`src/rtl/ic_stat_pkg.sv`:
```
package ic_stat_pkg;
    localparam int unsigned REG_AW = 5;
    localparam int unsigned REG_DW = 8;
    localparam int unsigned WINDOW = 18;
    localparam int unsigned N_EVT  = 4;

    localparam logic [REG_AW-1:0] OFS_MODE = REG_AW'(7);
    localparam logic [REG_AW-1:0] OFS_STS  = REG_AW'(8);
    localparam logic [REG_AW-1:0] OFS_XSTS = REG_AW'(9);
    localparam logic [REG_AW-1:0] OFS_MASK = REG_AW'(13);
    localparam logic [REG_AW-1:0] OFS_XCTL = REG_AW'(15);

    localparam logic [REG_DW-1:0] STS_W1C   = 8'h0A;
    localparam logic [REG_DW-1:0] XSTS_W1C  = 8'h8F;
    localparam logic [REG_DW-1:0] XSTS_RST  = 8'h40;
    localparam logic [REG_DW-1:0] MODE_KEEP = 8'h3D;
    localparam logic [REG_DW-1:0] XCTL_W1C  = 8'hF0;

    localparam int unsigned BIT_IRQ_ACK = 1;
    localparam int unsigned BIT_IRQ_EN  = 2;
    localparam int unsigned BIT_SRST    = 0;
    localparam int unsigned BIT_BUSY    = 4;

    typedef enum logic [0:0] {
        IRQ_QUIET    = 1'b0,
        IRQ_ASSERTED = 1'b1
    } irq_state_e;
endpackage

```
`src/rtl/ic_flag_reg.sv`:
```
module ic_flag_reg #(
    parameter int unsigned W       = 8,
    parameter logic [W-1:0] RST_VAL = '0,
    parameter logic [W-1:0] WR_MASK = '1,
    parameter bit           W1C     = 1'b0
) (
    input  logic         clk,
    input  logic         rst_n,
    input  logic         srst,
    input  logic         wr_en,
    input  logic [W-1:0] wdata,
    input  logic [W-1:0] hw_set,
    input  logic [W-1:0] hw_clr,
    output logic [W-1:0] q
);
    logic [W-1:0] after_wr;
    logic [W-1:0] nxt;

    generate
        if (W1C) begin : g_w1c
            assign after_wr = q & ~(wdata & WR_MASK);
        end else begin : g_store
            assign after_wr = wdata & WR_MASK;
        end
    endgenerate

    // hardware set is applied last so it wins over any clear
    always_comb begin
        nxt = wr_en ? after_wr : q;
        nxt = (nxt & ~hw_clr) | hw_set;
    end

    always_ff @(posedge clk or negedge rst_n) begin
        if (!rst_n)    q <= RST_VAL;
        else if (srst) q <= RST_VAL;
        else           q <= nxt;
    end
endmodule

```
`src/rtl/ic_irq_fsm.sv`:
```
module ic_irq_fsm
    import ic_stat_pkg::*;
(
    input  logic clk,
    input  logic rst_n,
    input  logic srst,
    input  logic raise,
    input  logic ack,
    output logic irq
);
    irq_state_e state_q, state_d;

    always_ff @(posedge clk or negedge rst_n) begin
        if (!rst_n) state_q <= IRQ_QUIET;
        else        state_q <= state_d;
    end

    always_comb begin
        state_d = state_q;
        unique case (state_q)
            IRQ_QUIET: begin
                if (!srst && raise) state_d = IRQ_ASSERTED;
            end
            IRQ_ASSERTED: begin
                if (srst)       state_d = IRQ_QUIET;
                else if (raise) state_d = IRQ_ASSERTED;
                else if (ack)   state_d = IRQ_QUIET;
            end
            default: state_d = IRQ_QUIET;
        endcase
    end

    always_comb begin
        irq = (state_q == IRQ_ASSERTED);
    end
endmodule

```
`src/rtl/ic_read_mux.sv`:
```
module ic_read_mux
    import ic_stat_pkg::*;
(
    input  logic [REG_AW-1:0] addr,
    input  logic              bus_busy,
    input  logic [REG_DW-1:0] mode_q,
    input  logic [REG_DW-1:0] sts_q,
    input  logic [REG_DW-1:0] xsts_q,
    input  logic [REG_DW-1:0] mask_q,
    input  logic [REG_DW-1:0] xctl_q,
    output logic [REG_DW-1:0] rdata
);
    logic [REG_DW-1:0] xsts_view;

    always_comb begin
        xsts_view           = xsts_q;
        xsts_view[BIT_BUSY] = bus_busy;
    end

    always_comb begin
        rdata = '0;
        if (addr < REG_AW'(WINDOW)) begin
            unique case (addr)
                OFS_MODE: rdata = mode_q;
                OFS_STS:  rdata = sts_q;
                OFS_XSTS: rdata = xsts_view;
                OFS_MASK: rdata = mask_q;
                OFS_XCTL: rdata = xctl_q;
                default:  rdata = '0;
            endcase
        end
    end
endmodule

```
`src/rtl/ic_stat_bank.sv`:
```
module ic_stat_bank
    import ic_stat_pkg::*;
(
    input  logic              clk,
    input  logic              rst_n,
    input  logic              host_we,
    input  logic [REG_AW-1:0] host_addr,
    input  logic [REG_DW-1:0] host_wdata,
    output logic [REG_DW-1:0] host_rdata,
    input  logic              bus_busy,
    input  logic [REG_DW-1:0] seq_set_sts,
    input  logic [REG_DW-1:0] seq_clr_sts,
    input  logic [REG_DW-1:0] seq_set_xsts,
    input  logic [REG_DW-1:0] seq_set_xctl,
    input  logic [N_EVT-1:0]  irq_evt,
    output logic [REG_DW-1:0] mode_ctl_o,
    output logic              irq_o,
    output logic              soft_rst_o
);
    logic we_mode, we_sts, we_xsts, we_mask, we_xctl;
    logic srst, raise, ack, srst_q;
    logic [REG_DW-1:0] mode_q, sts_q, xsts_q, mask_q, xctl_q;
    logic [REG_DW-1:0] sts_set;

    always_comb begin
        we_mode = host_we && (host_addr == OFS_MODE);
        we_sts  = host_we && (host_addr == OFS_STS);
        we_xsts = host_we && (host_addr == OFS_XSTS);
        we_mask = host_we && (host_addr == OFS_MASK);
        we_xctl = host_we && (host_addr == OFS_XCTL);
        srst    = we_xctl && host_wdata[BIT_SRST];
    end

    always_comb begin
        raise = mode_q[BIT_IRQ_EN] && (|(irq_evt & mask_q[N_EVT-1:0]));
        ack   = we_sts && host_wdata[BIT_IRQ_ACK] && mode_q[BIT_IRQ_EN];
        sts_set = seq_set_sts;
        sts_set[BIT_IRQ_ACK] = seq_set_sts[BIT_IRQ_ACK] | raise;
    end

    ic_flag_reg #(.W(REG_DW), .RST_VAL('0), .WR_MASK(MODE_KEEP), .W1C(1'b0)) u_mode (
        .clk(clk), .rst_n(rst_n), .srst(srst), .wr_en(we_mode), .wdata(host_wdata),
        .hw_set('0), .hw_clr('0), .q(mode_q));

    ic_flag_reg #(.W(REG_DW), .RST_VAL('0), .WR_MASK(STS_W1C), .W1C(1'b1)) u_sts (
        .clk(clk), .rst_n(rst_n), .srst(srst), .wr_en(we_sts), .wdata(host_wdata),
        .hw_set(sts_set), .hw_clr(seq_clr_sts), .q(sts_q));

    ic_flag_reg #(.W(REG_DW), .RST_VAL(XSTS_RST), .WR_MASK(XSTS_W1C), .W1C(1'b1)) u_xsts (
        .clk(clk), .rst_n(rst_n), .srst(srst), .wr_en(we_xsts), .wdata(host_wdata),
        .hw_set(seq_set_xsts), .hw_clr('0), .q(xsts_q));

    ic_flag_reg #(.W(REG_DW), .RST_VAL('0), .WR_MASK('1), .W1C(1'b0)) u_mask (
        .clk(clk), .rst_n(rst_n), .srst(srst), .wr_en(we_mask), .wdata(host_wdata),
        .hw_set('0), .hw_clr('0), .q(mask_q));

    ic_flag_reg #(.W(REG_DW), .RST_VAL('0), .WR_MASK(XCTL_W1C), .W1C(1'b1)) u_xctl (
        .clk(clk), .rst_n(rst_n), .srst(srst), .wr_en(we_xctl), .wdata(host_wdata),
        .hw_set(seq_set_xctl), .hw_clr('0), .q(xctl_q));

    ic_irq_fsm u_irq (
        .clk(clk), .rst_n(rst_n), .srst(srst), .raise(raise), .ack(ack), .irq(irq_o));

    ic_read_mux u_rd (
        .addr(host_addr), .bus_busy(bus_busy), .mode_q(mode_q), .sts_q(sts_q),
        .xsts_q(xsts_q), .mask_q(mask_q), .xctl_q(xctl_q), .rdata(host_rdata));

    always_ff @(posedge clk or negedge rst_n) begin
        if (!rst_n) srst_q <= 1'b0;
        else        srst_q <= srst;
    end

    assign soft_rst_o = srst_q;
    assign mode_ctl_o = mode_q;
endmodule

```
`config.mk`:
```
export PLATFORM = sky130hd
export DESIGN_NAME = ic_stat_bank
export DESIGN_NICKNAME = d
export VERILOG_FILES = /design/src/rtl/ic_stat_pkg.sv /design/src/rtl/ic_flag_reg.sv /design/src/rtl/ic_irq_fsm.sv /design/src/rtl/ic_read_mux.sv /design/src/rtl/ic_stat_bank.sv
export SDC_FILE = /design/constraint.sdc
export NUM_CORES = 1
export LEC_CHECK = 0
export BUFFER_PORTS_ARGS = -buffer_cell sky130_fd_sc_hd__buf_4
export CORE_ASPECT_RATIO = 0.9
export CORE_MARGIN = 2
export CORE_UTILIZATION = 51
export CTS_CLUSTER_DIAMETER = 100
export DETAILED_ROUTE_END_ITERATION = 6
export GPL_TIMING_DRIVEN = 0
export PLACE_DENSITY = 0.92
export REMOVE_ABC_BUFFERS = 1
export SKIP_LAST_GASP = 1
export SYNTH_ARGS = -nofsm -noshare
export SYNTH_HDL_FRONTEND = slang
export SYNTH_SLANG_ARGS = --single-unit
```
`constraint.sdc`:
```
create_clock -name clk -period 3.45 [get_ports clk]
set_input_delay 0.5175 -clock clk [delete_from_list [all_inputs] [get_ports clk]]
set_output_delay 0.5175 -clock clk [all_outputs]
set_load 0.005 [all_outputs]
```
==> summary.md <==
| Metric | Value |
|---|---|
| Area Growth Syn to Fin | 27.0% |
| Syn. warnings | 0 |
| Sequential area share after synthesis | a little under half |
| Post-synthesis cell count | 217 |
| Setup Viol. Count Final | 0 |
| GPL Wtd Cong | between 0.8 and 0.9 |
| Max-Cap Viols | 0 |
| Largest family of logic cells by synthesized area | compound AO/OA/AOI/OAI gates |
| Final nets | 327 |
| Fillers | 322 |
| Tcrit/Tclk final | 91.9% |
| Root buffer cell | clkbuf_8 |
| Placement-stage cell area | between 0.002 and 0.0025 mm2 |
| Num ports | 71 |
| Total number of vias | between 1500 and 2000 |
| Crit start category | input pin |
| Post-layout util | between 60% and 70% |
| Placement Setup Slack | approximately 0.38 ns |
| Adder-cell area share of the yosys netlist | 0% |
| Routed Antenna Nets | 0 |
| Netlist cell types | 36 |
| Synth top area cells | dfrtp_1 (46%), nor2_1 (5.0%), a21oi_1 (4.7%) |
| Critical path fanouts, max | 18 |
| # clock sinks | 38 |
| Post-CTS Setup Bufs | 0 |
| Die Height | 63.8 um |
| Highest clock rate | about 320 MHz |
| Detailed placer's ending HPWL | 3.73 mm |
| Vias per cell | around 6 |
| Final routed DRC violation total | 0 |
| H-tree depth | 2 |
| Worst reg2reg path depth | 3 |
| Initial antenna violation count | 0 |
| XOR/XNOR Fraction of Synth Area | 0% |
| Skew-Pair Late Insertion Delay | 0.29 ns |
| Outcome | complete, no violations |
| Chip width | 70.4 um |
| FF+latch count, synth | 38 |
| CP endpoint kind | output port |
| Core area | 0.00376 mm2 |
| Slew Limit Fails | 0 |
| Final min period | 3.17 ns |
| Syn_area_per_cell | roughly 9.3 um2 |
| Cell with the most instances after synthesis | dfrtp_1 |
| Compound-cell area share of the yosys netlist | a little over a fifth |
| Yosys top cell by area | dfrtp_1 |
| Fin. Hold Viols | 0 |
| Per-cell routed wire length | 16.4 um |
| Design area | 0.00257 mm2 |
| Crit Path Class | input pin to output port |
| CTS clk-pin slew, worst paths | 0.07 ns |
| TritonCTS Buffers | 5 |
| CTS Hold Bufs | 0 |
| Rel. slew slack | between 5 and 6% |
| Full die area | 0.00449 mm2 |
| Share of layout cells above drive strength 1 | slightly below 30% |
| Gr usage total | 25.7% |
| Power Dens Cells | ~400 mW/mm2 |
| Proportion of synthesized area in mux cells | around 2.8% |
| Worst-margin pin slew | 1.41 ns |
| Hold Path Class | input pin to asynchronous set/reset pin |
| DR pass1 iterations | 4 |
| Largest net degree at the start of global routing | 39 |
| Clock Path Buffers | 2 |
| Synth top area share | 45.7% |
| # rows | 21 |
| RSZ-0062 raised after global routing | false |
| Vias in the first global route | roughly 1900 |
| Starting DRT DRC Count | 181 |
| Ys async rst share | 100% |
| Critical Path AT | around 2.7 ns |
| Peak supply drop | 0.283 mV |
| Starting Density | 53.9% |
| Mapped Area | 0.00203 mm2 |
| Remaining Overflow, GRT | 0 |
| Synth Area in Simple Gates | roughly a fifth |
| PnR worst setup slack | 0.278 ns |
| Post-cts gate resize count | 0 |
| Req. time, crit path | 2.93 ns |
| Synth Flop Type | dfrtp_1 |
| CTS tree | yes |
| I/O Buffers | 66 |
| Count of flip-flops with a built-in enable after synthesis | 0 |
| Setup_tns | 0 ns |
| Worst Skew | 0.00283 ns |
| Most frequent cells after synthesis | dfrtp_1 (37), nor2_1 (27), inv_1 (20), a21oi_1 (19), nand3_1 (18) |
| First-pass GRT wire length | 8.98 mm |
| Lkg Pwr | about 1.2 nW |
| Final wirelength | 5.28 mm |
| Diode count | 0 |
per-stage QoR:
stage	std cells	total power [mW]	hold WS, ns
final	321	1.02	0.182
after floorplan	201	0.600	0.222
after CTS	321	1.03	0.202
after global placement	313	0.710	0.474
after detailed placement	313	0.719	0.490
after global routing	321	1.08	0.213
state kept, by name (all words and copies together), names as in the netlist:
register	count
u_mode.q	5
u_sts.q	8
u_irq.irq	1
u_mask.q	8
u_xctl.q	8
u_xsts.q	7
soft_rst_o	1
routing by layer:
layer / vias to the layer above / global-route usage [%] / wire, um
li1: 910 / - / -
met1: 947 / 32.1 / 2200
met5: - / 0 / 0
met4: 0 / 6.73 / 65
met2: 88 / 43.9 / 2600
met3: 7 / 7.26 / 414
path summary, 6_finish.rpt:
path / start / to / slack (ns)
worst max-delay path: host_addr[3] / host_rdata[4] / 0.28
worst min-delay path: rst_n / soft_rst_o$_DFF_PN0_ / 0.18
worst max register to register: u_mask.q[0]$_DFFE_PN0P_ / u_sts.q[1]$_DFF_PN0_ / 2.35
worst min register to register: u_xsts.q[5]$_DFF_PN0_ / u_xsts.q[5]$_DFF_PN0_ / 0.51
max in group asynchronous: rst_n / u_xsts.q[6]$_DFF_PN1_ / 2.90
min in group clk: host_wdata[6] / u_xctl.q[6]$_DFF_PN0_ / 0.43
area by class of cell:
type	instances	area [um2]	area share [%]
inverters	20	75.1	2.92
clock inverters	1	5.00	0.195
well taps	46	57.6	2.24
flip-flops and latches	38	952	37.0
clock buffers	7	86.3	3.36
multi-input cells	143	901	35.0
repair buffers	66	495	19.3
critical path, cell delays in order:
cell     delay [ns]
buf_4          0.22
nor3b_1        1.14
and2_1         0.45
a221o_1        0.21
buf_4          0.11
power by group:
| part | leakage [nW] | internal (mW) | total (mW) | switching, mW |
|---|---|---|---|---|
| clock network | 0.0482 | 0.161 | 0.312 | 0.151 |
| registers | 0.415 | 0.486 | 0.514 | 0.0284 |
| logic | 0.699 | 0.107 | 0.198 | 0.0906 |
| total | 1.16 | 0.754 | 1.02 | 0.270 |
cell usage in the layout, fill, tap and decap left out, drive strengths merged, types with 2 or more instances in the layout:
cell type / instances
buf: 66
dfrtp: 37
nor2: 28
inv: 20
a21oi: 19
nand3: 18
nand4: 11
a311oi: 8
o31ai: 8
a32o: 7
clkbuf: 7
o21ai: 6
mux2: 5
a221o: 5
nand2b: 4
and2: 3
conb: 3
nor2b: 2
and3: 2
a31oi: 2
a41o: 2
a22o: 2
cells by family after synthesis:
kind of cell    Yosys count
other cells               1
flops                    38
buf+inv                  38
compound gates           60
simple gates             75
mux                       5
Note: power is estimated with default switching activity, not from simulation.
